### src/rtl/sesc_pkg.sv
package sesc_pkg;

    typedef enum logic [2:0] {
        ST_IDLE,
        ST_CMD,
        ST_DIN,
        ST_ROUT,
        ST_BUSY,
        ST_DONE
    } sesc_state_e;

    typedef enum logic {
        WK_SINGLE,
        WK_ALL
    } sesc_wkind_e;

endpackage

### src/rtl/sesc_insync.sv
module sesc_insync #(
    parameter int W = 3
) (
    input  logic         clk,
    input  logic         rst_n,
    input  logic [W-1:0] raw_i,
    output logic [W-1:0] sync_o,
    output logic [W-1:0] rise_o
);
    logic [W-1:0] s1_q, s2_q, s3_q;

    always_ff @(posedge clk or negedge rst_n) begin
        if (!rst_n) begin
            s1_q <= '0;
            s2_q <= '0;
            s3_q <= '0;
        end else begin
            s1_q <= raw_i;
            s2_q <= s1_q;
            s3_q <= s2_q;
        end
    end

    assign sync_o = s2_q;
    assign rise_o = s2_q & ~s3_q;
endmodule

### src/rtl/sesc_array.sv
module sesc_array #(
    parameter int AB = 7
) (
    input  logic          clk,
    input  logic          rst_n,
    input  logic          wide_i,
    input  logic          wr_en_i,
    input  logic          wr_all_i,
    input  logic [AB-1:0] wr_addr_i,
    input  logic [15:0]   wr_data_i,
    input  logic [AB-1:0] rd_addr_i,
    output logic [15:0]   rd_data_o
);
    localparam int NB = 1 << AB;

    logic [NB*8-1:0] flat;

    for (genvar i = 0; i < NB; i++) begin : g_byte
        logic       hit;
        logic [7:0] val;
        logic [7:0] byte_q;

        always_comb begin
            if (wide_i) begin
                hit = wr_all_i || (wr_addr_i[AB-2:0] == (AB-1)'(i / 2));
                val = (i % 2 == 1) ? wr_data_i[15:8] : wr_data_i[7:0];
            end else begin
                hit = wr_all_i || (wr_addr_i == AB'(i));
                val = wr_data_i[7:0];
            end
        end

        always_ff @(posedge clk or negedge rst_n) begin
            if (!rst_n) begin
                byte_q <= '0;
            end else if (wr_en_i && hit) begin
                byte_q <= val;
            end
        end

        assign flat[i*8 +: 8] = byte_q;
    end

    always_comb begin
        if (wide_i) begin
            rd_data_o = {flat[{rd_addr_i[AB-2:0], 1'b1}*8 +: 8],
                         flat[{rd_addr_i[AB-2:0], 1'b0}*8 +: 8]};
        end else begin
            rd_data_o = {flat[rd_addr_i*8 +: 8], 8'h00};
        end
    end
endmodule

### src/rtl/serial_eeprom_slave.sv
module serial_eeprom_slave
    import sesc_pkg::*;
#(
    parameter int ADDR_W   = 6,
    parameter int WAIT_CYC = 200
) (
    input  logic clk,
    input  logic rst_n,
    input  logic cs_i,
    input  logic sclk_i,
    input  logic sdi_i,
    input  logic org_wide_i,
    output logic sdo_o,
    output logic sdo_oe_o,
    output logic ready_o
);
    localparam int AB = ADDR_W + 1;
    localparam int HW = AB + 2;
    localparam int CW = $clog2(HW + 18);
    localparam int TW = $clog2(WAIT_CYC + 1);

    typedef struct packed {
        sesc_state_e state;
        sesc_wkind_e kind;
        logic [CW-1:0] cnt;
        logic [HW-1:0] hdr;
        logic [15:0]   din;
        logic [15:0]   osr;
        logic          dout;
        logic          oe;
        logic          wen;
        logic [TW-1:0] timer;
        logic          mwe;
        logic          mall;
        logic [AB-1:0] maddr;
        logic [15:0]   mdata;
    } ctl_t;

    ctl_t r_q, r_d;

    logic [2:0] sync_v, rise_v;
    logic       cs_s, sdi_s, rise_sclk, wide;
    logic [HW-1:0] hdr_n;
    logic [15:0]   din_n, rd_word;
    logic [1:0]    dec_op, dec_sub;
    logic [AB-1:0] dec_addr;
    logic [CW-1:0] hdr_len, data_len;

    sesc_insync #(.W(3)) u_sync (
        .clk    (clk),
        .rst_n  (rst_n),
        .raw_i  ({cs_i, sclk_i, sdi_i}),
        .sync_o (sync_v),
        .rise_o (rise_v)
    );

    assign cs_s      = sync_v[2];
    assign rise_sclk = rise_v[1];
    assign sdi_s     = sync_v[0];
    assign wide      = org_wide_i;

    assign hdr_n    = {r_q.hdr[HW-2:0], sdi_s};
    assign din_n    = {r_q.din[14:0], sdi_s};
    assign dec_op   = wide ? hdr_n[ADDR_W+1:ADDR_W] : hdr_n[AB+1:AB];
    assign dec_addr = wide ? {1'b0, hdr_n[ADDR_W-1:0]} : hdr_n[AB-1:0];
    assign dec_sub  = wide ? hdr_n[ADDR_W-1:ADDR_W-2] : hdr_n[AB-1:AB-2];
    assign hdr_len  = wide ? CW'(ADDR_W + 2) : CW'(AB + 2);
    assign data_len = wide ? CW'(16) : CW'(8);

    sesc_array #(.AB(AB)) u_array (
        .clk       (clk),
        .rst_n     (rst_n),
        .wide_i    (wide),
        .wr_en_i   (r_q.mwe),
        .wr_all_i  (r_q.mall),
        .wr_addr_i (r_q.maddr),
        .wr_data_i (r_q.mdata),
        .rd_addr_i (dec_addr),
        .rd_data_o (rd_word)
    );

    always_comb begin
        r_d      = r_q;
        r_d.mwe  = 1'b0;
        r_d.mall = 1'b0;
        case (r_q.state)
            ST_IDLE: begin
                r_d.oe = 1'b0;
                if (cs_s && rise_sclk && sdi_s) begin
                    r_d.state = ST_CMD;
                    r_d.cnt   = '0;
                    r_d.hdr   = '0;
                end
            end
            ST_CMD: begin
                if (rise_sclk) begin
                    r_d.hdr   = hdr_n;
                    r_d.cnt   = r_q.cnt + 1'b1;
                    r_d.maddr = dec_addr;
                    if (r_q.cnt == hdr_len - 1'b1) begin
                        r_d.cnt = '0;
                        if (dec_op == 2'b10) begin
                            r_d.state = ST_ROUT;
                            r_d.osr   = rd_word;
                            r_d.dout  = 1'b0;
                            r_d.oe    = 1'b1;
                        end else if (dec_op[0]) begin
                            r_d.kind  = WK_SINGLE;
                            r_d.state = r_q.wen ? ST_DIN : ST_DONE;
                        end else begin
                            case (dec_sub)
                                2'b11: begin
                                    r_d.wen   = 1'b1;
                                    r_d.state = ST_DONE;
                                end
                                2'b00: begin
                                    r_d.wen   = 1'b0;
                                    r_d.state = ST_DONE;
                                end
                                2'b10: begin
                                    if (r_q.wen) begin
                                        r_d.mwe   = 1'b1;
                                        r_d.mall  = 1'b1;
                                        r_d.mdata = 16'hFFFF;
                                        r_d.state = ST_BUSY;
                                        r_d.timer = TW'(WAIT_CYC - 1);
                                    end else begin
                                        r_d.state = ST_DONE;
                                    end
                                end
                                default: begin
                                    r_d.kind  = WK_ALL;
                                    r_d.state = r_q.wen ? ST_DIN : ST_DONE;
                                end
                            endcase
                        end
                    end
                end
            end
            ST_DIN: begin
                if (rise_sclk) begin
                    r_d.din = din_n;
                    r_d.cnt = r_q.cnt + 1'b1;
                    if (r_q.cnt == data_len - 1'b1) begin
                        r_d.mwe   = 1'b1;
                        r_d.mall  = (r_q.kind == WK_ALL);
                        r_d.mdata = wide ? din_n : {8'h00, din_n[7:0]};
                        r_d.state = ST_BUSY;
                        r_d.timer = TW'(WAIT_CYC - 1);
                    end
                end
            end
            ST_ROUT: begin
                if (rise_sclk) begin
                    if (r_q.cnt == data_len) begin
                        r_d.oe    = 1'b0;
                        r_d.state = ST_DONE;
                    end else begin
                        r_d.dout = r_q.osr[15];
                        r_d.osr  = {r_q.osr[14:0], 1'b0};
                        r_d.cnt  = r_q.cnt + 1'b1;
                    end
                end
            end
            ST_BUSY: begin
                if (r_q.timer == '0) begin
                    r_d.state = ST_DONE;
                end else begin
                    r_d.timer = r_q.timer - 1'b1;
                end
            end
            ST_DONE: begin
                r_d.oe = 1'b0;
            end
            default: begin
                r_d.state = ST_IDLE;
            end
        endcase
        if (!cs_s && r_q.state != ST_BUSY) begin
            r_d.state = ST_IDLE;
            r_d.oe    = 1'b0;
            r_d.mwe   = 1'b0;
            r_d.mall  = 1'b0;
        end
    end

    always_ff @(posedge clk or negedge rst_n) begin
        if (!rst_n) begin
            r_q <= '0;
        end else begin
            r_q <= r_d;
        end
    end

    assign sdo_o    = r_q.dout;
    assign sdo_oe_o = r_q.oe;
    assign ready_o  = (r_q.state != ST_BUSY);

    logic [TW:0] busy_len_q;
    always_ff @(posedge clk or negedge rst_n) begin
        if (!rst_n) begin
            busy_len_q <= '0;
        end else if (!ready_o) begin
            busy_len_q <= busy_len_q + 1'b1;
        end else begin
            busy_len_q <= '0;
        end
    end

    AST_BUSY_LENGTH: assert property (@(posedge clk) disable iff (!rst_n)
        $rose(ready_o) |-> busy_len_q == (TW+1)'(WAIT_CYC));
    AST_DUMMY_ZERO: assert property (@(posedge clk) disable iff (!rst_n)
        $rose(sdo_oe_o) |-> !sdo_o);
    AST_DO_OFF_NO_CS: assert property (@(posedge clk) disable iff (!rst_n)
        !cs_s |=> !sdo_oe_o);
    AST_PROG_NEEDS_EN: assert property (@(posedge clk) disable iff (!rst_n)
        $fell(ready_o) |-> r_q.wen);
    AST_BUSY_LATCH_HELD: assert property (@(posedge clk) disable iff (!rst_n)
        (!ready_o && $past(!ready_o)) |-> $stable(r_q.wen));
    AST_NO_DRIVE_BUSY: assert property (@(posedge clk) disable iff (!rst_n)
        sdo_oe_o |-> ready_o);
endmodule

### config.mk
export PLATFORM = sky130hd
export DESIGN_NAME = serial_eeprom_slave
export DESIGN_NICKNAME = d
export VERILOG_FILES = /design/src/rtl/sesc_pkg.sv /design/src/rtl/sesc_insync.sv /design/src/rtl/sesc_array.sv /design/src/rtl/serial_eeprom_slave.sv
export SDC_FILE = /design/constraint.sdc
export NUM_CORES = 2
export LEC_CHECK = 0
export ABC_CLOCK_PERIOD_IN_PS = 5700
export BUFFER_PORTS_ARGS = -buffer_cell sky130_fd_sc_hd__buf_4
export CAP_MARGIN = 20
export CORE_MARGIN = 5
export CORE_UTILIZATION = 35
export DETAILED_ROUTE_END_ITERATION = 16
export PLACE_DENSITY = 0.46
export SYNTH_ARGS = -nofsm -noshare
export SYNTH_HDL_FRONTEND = slang
export SYNTH_SLANG_ARGS = --single-unit
### constraint.sdc
create_clock -name clk -period 5.7 [get_ports clk]
set_input_delay 1.71 -clock clk [delete_from_list [all_inputs] [get_ports clk]]
set_output_delay 1.71 -clock clk [all_outputs]
set_load 0.1 [all_outputs]
==> flow_summary.ini <==
[yosys]
synth_edf_count = 0
syn_nets = 4969
synth_seq_cells = 1115
yosys_warnings = 0
ys_types = 81
netlist_area_um2 = 56000
postSynthAreaPerCell_um2 = 11.3
async_flop_share_pct = 100
ys.flop_type = dfrtp_1
ys_seq_area_share_pct = 49.9
synthCells = 4956

[place]
place.gp.congestion = 0.923
dp_hpwl_um = 147000
portBuffers = 8
dpl_worst_slack_ns = 0.110
dpl-instance-area_um2 = 58500

[clock_network]
clk_pin_slew_ns = 0.06
cts_tree = done
worstSkewPairLatency_ns = 0.77
cts_max_level = 4
cts_made_buffers = 135
cts-hold-fix-buffers = 0
root_buffer = clkbuf_16
cts_sinks = 1115
clock_path_buffers = 3
post_cts_resized = 0
post_cts_buffers = 0

[floorplan]
die_height_um = 410
ios = 9
core_region_area_um2 = 159000
dieArea_um2 = 168000
start_util_pct = 35.3
rows = 146
fp.dieW_um = 410

[global_route]
track_usage_pct = 26.7
overflow = 0
antenna_found_initial = 12
grt_pass1_wl_um = 327000
grt_max_degree = 132
grt_pass1_vias = 41800

[drt]
wl_per_cell_um = 32.4
vias = 43100
drc = 0
vias_per_cell = 6.16
drt_iter0_drc = 5339
dr.pass1.iters = 5
drt-total-wl_um = 227000
drtAntennaViolNets = 0

[final_layout]
fin_nets = 4822
areaGrowthSynthToFinish_pct = 12.8
fin_area_um2 = 63100
drive_above_1_share_pct = 25.3

[sta]
fin_ws_ns = 0.748
fmax_mhz = 202
period_share_pct = 86.9
worstMarginPinSlew_ns = 1.30
period_needed_ns = 4.95
setup_viol = 0
slew_headroom_pct = 13.4
timing_hold_violations_final = 0
rsz0062_at_grt = false
finalClockSkew_ns = 0.0337
maxSlewViolCount = 0

[worst_setup_path]
worst-path-max-fanout = 39
worstPathArrival_ns = 5.63
startpoint_type = input port
critPathCaptureType = register
cp.required_ns = 6.38
path_class = input port to register

[pwr]
peakVddDrop_uv = 258
powerDensity_nw_per_um2 = 277
power_leakage_uw = 0.0270

[worst_hold_path]
hold_class = register to register

[run]
max_cap_viol_count = 0

[outcome]
status = finished, final reports clean
-- Yosys cell counts, drive strengths merged, types with 4 or more instances --
cell type	n	share of area [%]
dfrtp	1115	50
o2bb2ai	7	0.11
a21oi	116	1.0
buf	167	1.7
o221ai	7	0.11
nand2b	9	0.10
and2	5	0.056
inv	17	0.11
xor2	4	0.063
a211oi	19	0.25
or3	5	0.056
mux2	532	11
o32ai	4	0.063
o22a	9	0.14
o41ai	4	0.063
o31ai	20	0.30
nand4	21	0.23
nor2b	14	0.16
a221oi	225	3.5
mux4	276	11
ha	7	0.16
nand3	44	0.39
a31oi	20	0.22
a22oi	24	0.32
clkbuf	294	2.0
nor4	6	0.067
o311ai	15	0.23
nand3b	4	0.054
a22o	11	0.17
nand2	770	5.2
o211ai	16	0.23
o22ai	15	0.17
nor3b	4	0.054
a311oi	6	0.11
nor2	158	1.1
nor3	125	1.1
o21ai	707	6.3
mux2i	41	0.74
and3	5	0.056
o21a	63	0.85
-- registers in the layout (all words and copies together), names as in the netlist --
name and count:
u_sync.sync_o 3, sdo_oe_o 1, u_array.g_byte.byte_q 1024, r_q 59, u_sync.s3_q 1, din_n 15, u_sync.s1_q 3, hdr_n 8
sdo_o 1
-- power by group --
part	internal (uW)	total, uW	switching [uW]
clock network	5360	8980	3620
registers	7920	7930	8.47
logic	141	592	452
-- routing by layer --
metal	track usage, %	up-vias	wire (um)
met5	0	-	69
met4	11.2	10	10900
met3	5.06	469	17100
met2	40.8	1941	102000
met1	37.3	22500	96900
li1	-	18100	-
-- per-stage QoR --
| step | utilization [%] | power [uW] | cells | hold WS, ns | TNS, ns |
|---|---|---|---|---|---|
| 2_1_floorplan | - | 8320 | 4956 | 0.331 | 0 |
| 3_3_place_gp | 36.8 | 8670 | 6740 | 0.339 | -0.0641 |
| 3_5_place_dp | 36.9 | 8670 | 6744 | 0.338 | 0 |
| 4_1_cts | 39.8 | 17700 | 6988 | 0.351 | 0 |
| 5_1_grt | 39.8 | 18000 | 6988 | 0.357 | 0 |
| 6_report | 39.8 | 17500 | 6995 | 0.349 | 0 |
-- cell usage in the layout, fill, tap and decap left out, types with 12 or more instances in the layout --
cell / n
dfrtp_1: 1102
nand2_1: 770
o21ai_0: 694
mux2_2: 530
mux4_2: 276
a221oi_1: 225
nor2_1: 153
clkbuf_16: 139
buf_4: 137
nor3_1: 124
a21oi_1: 116
o21a_1: 63
nand3_1: 44
buf_12: 37
clkbuf_1: 34
mux2i_1: 29
clkbuf_8: 29
a22oi_1: 24
nand4_1: 21
a31oi_1: 20
a211oi_1: 18
clkinv_2: 18
inv_1: 16
o22ai_1: 15
o31ai_1: 14
o211ai_1: 14
nor2b_1: 13
mux2i_4: 12
o21ai_1: 12
-- kinds of logic (layout without fill, tap and decap cells) --
family	count (synthesis)	after routing	synth area share (%)
flip-flops	1115	1115	49.9
buffers and inverters	480	440	3.84
AND/OR/NAND/NOR	1182	1182	8.81
other	0	7	0
multiplexers	849	849	22.6
AO/OA/AOI/OAI	1318	1318	14.7
adder cells (fa/ha/maj)	7	7	0.157
XOR/XNOR	5	5	0.0783
-- cell type report --
type | count | area, um2
fillers | 15300 | 95600
flip-flops and latches | 1115 | 27900
multi-input cells | 3361 | 26100
clock buffers | 202 | 4010
well taps | 2072 | 2590
repair buffers | 177 | 1820
clock inverters | 42 | 561
inverters | 19 | 76.3
diodes | 7 | 17.5
-- worst max-delay path, cell delays in order --
cell     delay (ns)
buf_4          0.25
buf_12         0.28
inv_1          0.14
o32a_1         0.41
nor3_2         0.46
and3_1         0.74
nor3b_1        0.81
nand4_1        0.48
a41oi_1        0.30
-- final timing paths --
| path | from | end | slack, ns | cells after the start |
|---|---|---|---|---|
| setup / recovery | org_wide_i | r_q[48] | 0.75 | 9 |
| hold / removal | u_sync.s1_q[0] | u_sync.sync_o[0] | 0.35 | 0 |
| setup reg to reg | u_sync.sync_o[0] | r_q[47] | 1.42 | 9 |
| hold reg to reg | u_sync.s1_q[0] | u_sync.sync_o[0] | 0.35 | 0 |
| max in group asynchronous | rst_n | r_q[5] | 3.39 | 2 |
| min in group asynchronous | rst_n | u_array.g_byte[14].byte_q[1] | 0.98 | 1 |
No activity file was read; power rests on OpenSTA's default activity.
